### src/rtl/chain_rd_pkg.sv
package chain_rd_pkg;

  typedef enum logic [1:0] {
    ST_IDLE  = 2'd0,
    ST_WAIT  = 2'd1,
    ST_SHIFT = 2'd2
  } rd_state_e;

  // serial clocks needed for a chain: every data bit plus the flag bit
  function automatic int unsigned rd_clock_count(int unsigned n_dev, int unsigned w);
    return n_dev * w + 1;
  endfunction

endpackage

### src/rtl/chain_rd_sckgen.sv
module chain_rd_sckgen #(
  parameter int unsigned HALF_DIV = 2
) (
  input  logic clk,
  input  logic rst_n,
  input  logic run_i,
  output logic sck_o,
  output logic fall_o,
  output logic rise_o
);

  localparam int unsigned CW = (HALF_DIV > 1) ? $clog2(HALF_DIV) : 1;
  localparam logic [CW-1:0] LAST = CW'(HALF_DIV - 1);

  logic [CW-1:0] cnt_q, cnt_d;
  logic          sck_q, sck_d;
  logic          tick;

  assign tick   = run_i && (cnt_q == LAST);
  assign fall_o = tick && sck_q;
  assign rise_o = tick && !sck_q;
  assign sck_o  = sck_q;

  always_comb begin
    cnt_d = cnt_q;
    sck_d = sck_q;
    if (!run_i) begin
      cnt_d = '0;
      sck_d = 1'b1;
    end else if (tick) begin
      cnt_d = '0;
      sck_d = ~sck_q;
    end else begin
      cnt_d = cnt_q + 1'b1;
    end
  end

  always_ff @(posedge clk or negedge rst_n) begin
    if (!rst_n) begin
      cnt_q <= '0;
      sck_q <= 1'b1;
    end else begin
      cnt_q <= cnt_d;
      sck_q <= sck_d;
    end
  end


  sck_phase_len_chk: assert property (@(posedge clk) disable iff (!rst_n)
    (sck_q != $past(sck_q)) |-> ($past(cnt_q) == LAST || !$past(run_i)));

endmodule

### src/rtl/chain_rd_eoc.sv
module chain_rd_eoc #(
  parameter int unsigned TIMEOUT_CYC = 1000
) (
  input  logic clk,
  input  logic rst_n,
  input  logic arm_i,
  input  logic sdo_i,
  output logic done_o,
  output logic expire_o
);

  localparam int unsigned TW = $clog2(TIMEOUT_CYC + 1);
  localparam logic [TW-1:0] TLAST = TW'(TIMEOUT_CYC - 1);

  logic [2:0]    sync_q;
  logic [TW-1:0] tcnt_q, tcnt_d;
  logic          rise;

  assign rise     = sync_q[1] && !sync_q[2];
  assign done_o   = arm_i && rise;
  assign expire_o = arm_i && !rise && (tcnt_q == TLAST);

  always_comb begin
    tcnt_d = tcnt_q;
    if (!arm_i)      tcnt_d = '0;
    else if (!rise)  tcnt_d = tcnt_q + 1'b1;
  end

  always_ff @(posedge clk or negedge rst_n) begin
    if (!rst_n) begin
      sync_q <= '0;
      tcnt_q <= '0;
    end else begin
      sync_q <= {sync_q[1:0], sdo_i};
      tcnt_q <= tcnt_d;
    end
  end


  wait_bound_chk: assert property (@(posedge clk) disable iff (!rst_n)
    arm_i |-> (tcnt_q < TW'(TIMEOUT_CYC)));

endmodule

### src/rtl/chain_rd_capture.sv
module chain_rd_capture #(
  parameter int unsigned NUM_DEV = 3,
  parameter int unsigned WORD_W  = 14
) (
  input  logic                        clk,
  input  logic                        rst_n,
  input  logic                        shift_i,
  input  logic                        bit_i,
  output logic [NUM_DEV*WORD_W-1:0]   words_o
);

  localparam int unsigned NB = NUM_DEV * WORD_W;

  logic [NB-1:0] sh_q, sh_d;

  always_comb begin
    sh_d = sh_q;
    if (shift_i) sh_d = {sh_q[NB-2:0], bit_i};
  end

  always_ff @(posedge clk or negedge rst_n) begin
    if (!rst_n) sh_q <= '0;
    else        sh_q <= sh_d;
  end

  // nearest device arrives first, so it ends in the top slice of the shifter
  for (genvar k = 0; k < NUM_DEV; k++) begin : g_word
    assign words_o[k*WORD_W +: WORD_W] = sh_q[(NUM_DEV-1-k)*WORD_W +: WORD_W];
  end

endmodule

### src/rtl/chain_rd_host.sv
module chain_rd_host
  import chain_rd_pkg::*;
#(
  parameter int unsigned NUM_DEV     = 3,
  parameter int unsigned WORD_W      = 14,
  parameter int unsigned HALF_DIV    = 2,
  parameter int unsigned TIMEOUT_CYC = 1000
) (
  input  logic                      clk,
  input  logic                      rst_n,
  input  logic                      start_i,
  input  logic                      sdo_i,
  output logic                      cnv_o,
  output logic                      sck_o,
  output logic [NUM_DEV*WORD_W-1:0] words_o,
  output logic                      valid_o,
  output logic                      tmo_o
);

  localparam int unsigned TOTAL = rd_clock_count(NUM_DEV, WORD_W);
  localparam int unsigned BCW   = $clog2(TOTAL + 1);
  localparam logic [BCW-1:0] BLAST = BCW'(TOTAL);

  logic [1:0]     rsync_q;
  logic           rst_n_s;
  rd_state_e      state_q, state_d;
  logic [BCW-1:0] bcnt_q, bcnt_d;
  logic           cnv_q, cnv_d;
  logic           valid_q, valid_d;
  logic           tmo_q, tmo_d;
  logic           sck_run, sck_fall, sck_rise;
  logic           eoc_done, eoc_expire;
  logic           cap_shift;

  // reset: asynchronous assertion, synchronous release
  always_ff @(posedge clk or negedge rst_n) begin
    if (!rst_n) rsync_q <= '0;
    else        rsync_q <= {rsync_q[0], 1'b1};
  end
  assign rst_n_s = rsync_q[1];

  assign sck_run   = (state_q == ST_SHIFT);
  assign cap_shift = sck_fall && (bcnt_q != '0);

  chain_rd_sckgen #(.HALF_DIV(HALF_DIV)) sckgen_i (
    .clk    (clk),
    .rst_n  (rst_n_s),
    .run_i  (sck_run),
    .sck_o  (sck_o),
    .fall_o (sck_fall),
    .rise_o (sck_rise)
  );

  chain_rd_eoc #(.TIMEOUT_CYC(TIMEOUT_CYC)) eoc_i (
    .clk      (clk),
    .rst_n    (rst_n_s),
    .arm_i    (state_q == ST_WAIT),
    .sdo_i    (sdo_i),
    .done_o   (eoc_done),
    .expire_o (eoc_expire)
  );

  chain_rd_capture #(.NUM_DEV(NUM_DEV), .WORD_W(WORD_W)) cap_i (
    .clk     (clk),
    .rst_n   (rst_n_s),
    .shift_i (cap_shift),
    .bit_i   (sdo_i),
    .words_o (words_o)
  );

  always_comb begin
    state_d = state_q;
    bcnt_d  = bcnt_q;
    cnv_d   = cnv_q;
    valid_d = 1'b0;
    tmo_d   = 1'b0;
    unique case (state_q)
      ST_IDLE: begin
        bcnt_d = '0;
        if (start_i) begin
          state_d = ST_WAIT;
          cnv_d   = 1'b1;
        end
      end
      ST_WAIT: begin
        if (eoc_done) begin
          state_d = ST_SHIFT;
        end else if (eoc_expire) begin
          state_d = ST_IDLE;
          cnv_d   = 1'b0;
          tmo_d   = 1'b1;
        end
      end
      ST_SHIFT: begin
        if (sck_fall) bcnt_d = bcnt_q + 1'b1;
        if (sck_rise && bcnt_q == BLAST) begin
          state_d = ST_IDLE;
          cnv_d   = 1'b0;
          valid_d = 1'b1;
        end
      end
      default: state_d = ST_IDLE;
    endcase
  end

  always_ff @(posedge clk or negedge rst_n_s) begin
    if (!rst_n_s) begin
      state_q <= ST_IDLE;
      bcnt_q  <= '0;
      cnv_q   <= 1'b0;
      valid_q <= 1'b0;
      tmo_q   <= 1'b0;
    end else begin
      state_q <= state_d;
      bcnt_q  <= bcnt_d;
      cnv_q   <= cnv_d;
      valid_q <= valid_d;
      tmo_q   <= tmo_d;
    end
  end

  assign cnv_o   = cnv_q;
  assign valid_o = valid_q;
  assign tmo_o   = tmo_q;


  cnv_rise_sck_high_chk: assert property (@(posedge clk) disable iff (!rst_n_s)
    $rose(cnv_o) |-> sck_o);


  sck_rest_high_chk: assert property (@(posedge clk) disable iff (!rst_n_s)
    !cnv_o |-> sck_o);


  clock_budget_chk: assert property (@(posedge clk) disable iff (!rst_n_s)
    bcnt_q <= BLAST);


  valid_after_cnv_chk: assert property (@(posedge clk) disable iff (!rst_n_s)
    valid_o |-> (!cnv_o && $fell(cnv_o)));


  valid_single_chk: assert property (@(posedge clk) disable iff (!rst_n_s)
    valid_o |=> !valid_o);


  tmo_clean_chk: assert property (@(posedge clk) disable iff (!rst_n_s)
    tmo_o |-> (!valid_o && !cnv_o && sck_o));


  tmo_single_chk: assert property (@(posedge clk) disable iff (!rst_n_s)
    tmo_o |=> !tmo_o);

endmodule

### config.mk
export PLATFORM = sky130hd
export DESIGN_NAME = chain_rd_host
export DESIGN_NICKNAME = d
export VERILOG_FILES = /design/src/rtl/chain_rd_pkg.sv /design/src/rtl/chain_rd_sckgen.sv /design/src/rtl/chain_rd_eoc.sv /design/src/rtl/chain_rd_capture.sv /design/src/rtl/chain_rd_host.sv
export SDC_FILE = /design/constraint.sdc
export NUM_CORES = 1
export LEC_CHECK = 0
export ABC_AREA = 1
export BUFFER_PORTS_ARGS = -buffer_cell sky130_fd_sc_hd__buf_4
export CAP_MARGIN = 0
export CORE_AREA = 3 3 90 92
export CTS_CLUSTER_DIAMETER = 60
export CTS_CLUSTER_SIZE = 12
export DETAILED_ROUTE_END_ITERATION = 10
export DIE_AREA = 0 0 93 95
export SETUP_SLACK_MARGIN = 0.02
export SLEW_MARGIN = 10
export SYNTH_ARGS = -nofsm -noshare
export SYNTH_HDL_FRONTEND = slang
export SYNTH_SLANG_ARGS = --single-unit
### constraint.sdc
create_clock -name clk -period 2.1 [get_ports clk]
set_input_delay 0.105 -clock clk [delete_from_list [all_inputs] [get_ports clk]]
set_output_delay 0.105 -clock clk [all_outputs]
set_load 0.02 [all_outputs]
# Yosys cells after proc, flatten, opt, wreduce, memory -nomap -nowiden
# Cells that the tools add are included.
word_totals:
  register_bits: 70
  wordCells: 69
  inputBits: 4
  output_inout_bits: 46
classes:
  bitwise: 1
  addsub: 3
  n_mux: 23
  n_eq_ne: 12
  reduce_logical: 19
op_table:
  columns: ["op", "count"]
  rows:
  - ["$mux 10", 2]
  - ["$ne 2x2->1 const B", 7]
  - ["$mux 1", 13]
  - ["$pmux 6 s2", 1]
  - ["$add 10x1->10 const B", 1]
  - ["$eq 10x10->1 const B", 1]
  - ["$logic_and 1x1->1", 9]
  - ["$mux 2", 4]
  - ["$add 6x1->6 const B", 1]
  - ["$eq 6x6->1 const B", 1]
  - ["$mux 6", 1]
  - ["$pmux 2 s3", 1]
  - ["$reduce_bool 6->1", 1]
  - ["$reduce_and 5->1", 1]
  - ["$logic_not 1->1", 3]
  - ["$ne 3x3->1 const B", 1]
  - ["$pmux 1 s3", 1]
  - ["$reduce_and 3->1", 1]
  - ["$reduce_bool 3->1", 1]
  - ["$eq 2x1->1 const B", 1]
  - ["$eq 2x2->1 const B", 1]
  - ["$logic_not 2->1", 1]
  - ["$reduce_and 2->1", 1]
  - ["$reduce_bool 2->1", 1]
  - ["other kinds (2)", 2]

# Depth between registers and ports, before layout
logic_depth:
  ltp_word: 8
  ltp_mapped: 11
  depth_no_buf: 11

# Modules after synthesis
# From an unflattened synthesis, not the netlist that was laid out.
unflattened:
  hier_cells: 364
  hier_area_um2: 3304.4
by_module_without_submodules:
  columns: ["module", "cells_each", "area_each_um2", "seq_area_each_um2", "n_inst"]
  rows:
  - ["chain_rd_capture", 178, 1856.8, 1051.0, 1]
  - ["chain_rd_host", 92, 703.2, 325.3, 1]
  - ["chain_rd_eoc", 82, 654.4, 325.3, 1]
  - ["chain_rd_sckgen", 12, 90.1, 51.3, 1]

# Worst setup path before layout
# Ideal clock, no wire load.
synth_timing:
  path_kind: "register to register"
  startpoint: "register state_q[1]"
  endpoint: "register cnv_q, in the netlist cnv_o"
  setup_ns: 0.117
  period_less_slack_ns: 1.457
  setup_slack_ns: 0.643
  path_buffers: 1
  stages_incl_launch_ff: 11
  t_arrival_ns: 1.340
  t_required_ns: 1.983
  cell_sequence: "dfrtp_1 -> inv_1 -> ha_1 -> buf_2 -> nand2_4 -> inv_2 -> or2_1 -> nor2_1 -> nand2_1 -> nand2_1 -> nand2_1"
synth_between:
  elab_chain_len: 6
  word_cells_on_any_way: 16
  cone_classes: "6 x eq/ne; 1 x mux; 9 x reduce/logical"
synth_rtl:
  columns: ["element", "line_no", "rtl"]
  rows:
  - ["start: declaration", "chain_rd_host.sv:26", "rd_state_e state_q, state_d;"]
  - ["start signal: assignment", "chain_rd_host.sv:114", "state_q <= state_d;"]
  - ["$eq 2x2->1", "chain_rd_host.sv:42, chain_rd_host.sv:77", null]
  - ["$logic_and 1x1->1", "chain_rd_sckgen.sv:19", "assign tick = run_i && (cnt_q == LAST);"]
  - ["$logic_and 1x1->1", "chain_rd_sckgen.sv:21", "assign rise_o = tick && !sck_q;"]
  - ["$logic_and 1x1->1", "chain_rd_host.sv:96", "if (sck_rise && bcnt_q == BLAST) begin"]
  - ["$ne 2x2->1 (no line)", null, null]
  - ["$reduce_and 5->1 (no line)", null, null]
  - ["end signal: assignment", "chain_rd_host.sv:116", "cnv_q <= cnv_d;"]
  - ["end: declaration", "chain_rd_host.sv:28", "logic cnv_q, cnv_d;"]
# Parallel ways exist; a longest one is shown, timed or not.
# A chain may end at the register's enable or synchronous reset.

# Final worst setup path
layout_timing:
  startpoint: "register bcnt_q[0]"
  endpoint: "register cap_i.sh_q[13]"
layout_between:
  elab_chain_len: 2
layout_rtl:
  columns: ["element", "line_no", "rtl"]
  rows:
  - ["start: declaration", "chain_rd_host.sv:27", "logic [BCW-1:0] bcnt_q, bcnt_d;"]
  - ["start signal: assignment", "chain_rd_host.sv:115", "bcnt_q <= bcnt_d;"]
  - ["$reduce_bool 6->1", "chain_rd_host.sv:43", "assign cap_shift = sck_fall && (bcnt_q != '0);"]
  - ["$logic_and 1x1->1", "chain_rd_host.sv:43", null]
  - ["end signal: assignment", "chain_rd_capture.sv:22", "if (!rst_n) sh_q <= '0;"]
  - ["end signal: assignment", "chain_rd_capture.sv:23", "else sh_q <= sh_d;"]
  - ["end: declaration", "chain_rd_capture.sv:14", "logic [NB-1:0] sh_q, sh_d;"]
# No other way between the ends.

==> impl_metrics.csv <==
group,metric,value,unit
clock_network,cts_max_level,3,
detailed_routing,drc,0,
clock_network,post_cts_resize_count,0,
detailed_routing,drt_wl_total,5610,um
detailed_routing,drtIter0Drc,98,
synth,syn_nets,337,
pwr,internal_power,2.12,mW
min_path,hold_class,"in -> reg",
critical_path,r2r_slack,0.34,ns
job,max-cap-violations,0,
placed_design,gp_congestion,0.799,
clock_network,cts_tree,"yes",
timing,setup_tns,0,ns
cells_and_area,stdcell_count,487,
clock_network,cts.sinks,70,
detailed_routing,via_per_inst,4.62,
floorplan,fp.dieArea,8840,um^2
floorplan,die_x,93,um
floorplan,core-area,7290,um^2
clock_network,path_clk_slew,0.07,ns
critical_path,reg2reg_to,"cap_i.sh_q[13]",
timing,max_freq,567,MHz
pwr,power_density,783,nW/um^2
cells_and_area,nets,394,
timing,rsz0062_at_grt,"no",
clock_network,numCtsBuffers,9,
clock_network,worstSkewPairLatency,0.33,ns
critical_path,r2r_cells,7,
pwr,switching_share,28.8,%
pwr,power.switching,0.858,mW
global_routing,grt-ovfl-total,0,
synth,syn_inst,326,
synth,synth_cell_type_count,35,
cells_and_area,diodes,0,
placed_design,dp_cells,468,
timing,slew_violations,0,
critical_path,cp.arrival,2.03,ns
min_path,whs_endpoint,"state_q[0]",
detailed_routing,detail_route.wl_per_cell,11.5,um
critical_path,r2r_start,"bcnt_q[0]",
cells_and_area,drive_above_1_share,30.4,%
cells_and_area,layout_commonest_cell,"dfrtp_1",
timing,period_needed,1.76,ns
pwr,comb_power_share,15.1,%
pwr,clock_power_share,35.8,%
critical_path,worstPathMaxFanout,12,
timing,max_slew.worst_pin.slew,0.655,ns
critical_path,crit_type,"reg -> reg",
synth,ys_seq_elements,70,
placed_design,dp_hpwl,3850,um
status,status,"complete, no violations",
synth,syn_area,3110,um^2
floorplan,start_util,42.6,%
floorplan,die_h,95,um
global_routing,antenna_found_initial,0,
detailed_routing,ant_nets,0,
pwr,pwr-share-seq,49.1,%
min_path,hold_path_depth,3,
critical_path,cp-start-kind,"register",
global_routing,grt_max_degree,69,
floorplan,rows,31,
timing,clock_skew,0.00757,ns
clock_network,root_buffer,"clkbuf_8",
detailed_routing,dr.pass1.iters,4,
pwr,ir_drop,358,uV
critical_path,cp-end-kind,"register",
synth,ys_warn_count,0,
pwr,leakage,1.99,nW
timing,setup_viol,0,
cells_and_area,synthToLayoutAreaGrowth,22.4,%
global_routing,grtUsageTotal,13.6,%
critical_path,required,2.36,ns
global_routing,grt_pass1_vias,2170,
timing,finalCritPeriodShare,84.0,%
synth,avgSynthCellArea,9.54,um^2
min_path,min_from,"start_i",
clock_network,clock_path_buffers,2,
timing,finalHoldViolations,0,
timing,slew_headroom,56.3,%
synth,seq_area_frac_synth,56.4,%
global_routing,grt_pass1_wl,9560,um
detailed_routing,vias,2250,
floorplan,io_pins,50,
cells_and_area,layout_common_cells,"68 x dfrtp_1, 62 x nand2_1, 51 x buf_4, 41 x inv_1, 25 x nor2_1",
placed_design,io_buffers,49,
## cells in the mapped netlist
master	n	area, um^2
dfrtp_1	69	1730
clkinv_1	1	3.75
o22ai_1	1	6.26
o21a_1	1	7.51
inv_2	7	26.3
dfstp_2	1	26.3
a32o_1	1	10.0
nand3_1	9	45.0
nand4_1	7	43.8
a22o_1	1	8.76
nand2_2	1	6.26
buf_2	2	10.0
nor4_1	1	6.26
nand2_4	1	11.3
nor3b_1	1	7.51
nand2_1	62	233
a21oi_2	20	175
xor2_1	1	8.76
inv_1	41	154
buf_1	2	7.51
nor3_2	1	10.0
buf_12	1	20.0
nor2_2	12	75.1
buf_6	6	67.6
or2_1	1	6.26
nor2_1	25	93.8
nor2_4	1	11.3
o21ai_2	1	8.76
o21ai_0	6	30.0
or2_2	1	6.26
conb_1	1	3.75
nor3_1	3	15.0
o21ai_1	24	120
a21oi_1	6	30.0
ha_1	7	87.6
## kinds of logic (layout without fill, tap and decap cells)
kind of cell,after synthesis,in the layout,share of synthesized area (%)
other,1,1,0.121
adders and majority gates,7,7,2.82
buffers and inverters,60,121,9.30
DFF,70,70,56.4
xor gates and xnor gates,1,1,0.282
and+or+nand+nor,126,126,18.4
AOI/OAI and AO/OA,61,62,12.8
## flip-flops by register name, indices dropped and copies added (netlist names)
| name | cells |
|---|---|
| valid_o | 1 |
| sckgen_i.cnt_q | 1 |
| state_q | 2 |
| cnv_o | 1 |
| bcnt_q | 6 |
| sckgen_i.sck_o | 1 |
| tmo_o | 1 |
| eoc_i.tcnt_q | 10 |
| cap_i.sh_q | 42 |
| eoc_i.sync_q | 3 |
| rsync_q | 2 |
## power by group through the flow
stage	combinational, mW	clock [mW]	sequential (mW)
floorplan	0.294	0	1.52
global placement	0.440	0	1.49
detailed placement	0.449	0	1.49
CTS	0.453	1.10	1.46
global route	0.506	1.17	1.47
finish	0.449	1.07	1.46
## worst max-delay path: stages, from the launching register on
cell,delay [ns]
dfrtp_1,0.38
inv_1,0.10
ha_1,0.16
nand3_1,0.19
o21ai_4,0.45
buf_4,0.26
nor2_1,0.06
a21oi_2,0.09
## worst max path at each step
stage / cells past startpoint / startpoint / to / slack, ns
after floorplan: 10 / state_q[1] / cnv_o / 0.64
after global placement: 7 / bcnt_q[0] / cap_i.sh_q[9] / 0.25
after detailed placement: 7 / bcnt_q[0] / cap_i.sh_q[13] / 0.17
after global routing: 7 / bcnt_q[0] / cap_i.sh_q[13] / 0.19
final: 7 / bcnt_q[0] / cap_i.sh_q[13] / 0.34
after CTS: 7 / bcnt_q[0] / cap_i.sh_q[13] / 0.16
## through the flow
| stage | hold WS [ns] | cell area (um^2) | total power [mW] | utilization [%] | worst slack [ns] |
|---|---|---|---|---|---|
| final | 0.0380 | 3810 | 2.98 | 52.2 | 0.335 |
| after global routing | 0.0581 | 3810 | 3.15 | 52.2 | 0.194 |
| after CTS | 0.0222 | 3800 | 3.02 | 52.1 | 0.157 |
| after detailed placement | -0.110 | 3580 | 1.94 | 49.1 | 0.169 |
| after global placement | -0.112 | 3580 | 1.93 | 49.1 | 0.252 |
| after floorplan | -0.191 | 3110 | 1.81 | - | 0.643 |
## per-layer routing
layer | vias to the layer above | wire length (um) | global-route usage [%]
met1 | 1056 | 2820 | 18.0
met3 | 6 | 298 | 3.75
li1 | 1144 | - | -
met5 | - | 0 | 0
met2 | 44 | 2420 | 20.6
met4 | 0 | 72 | 6.84
## layout make-up
cell class                 instances  area (um^2)
clock buffer                       9          124
clock inverter                     7         73.8
fill                             712         3490
inverter                          49          184
multi-input combinational        197         1080
sequential                        70         1750
tap                               99          124
timing repair buffer              56          463
## what timing repair did
action | 4_1_cts | 5_1_grt
setup buffers | 0 | 0
setup endpoints to repair | 0 | 3
endpoints found under the hold margin | 3 | 0
hold buffers | 2 | 0
(Power assumes the default switching activity.)
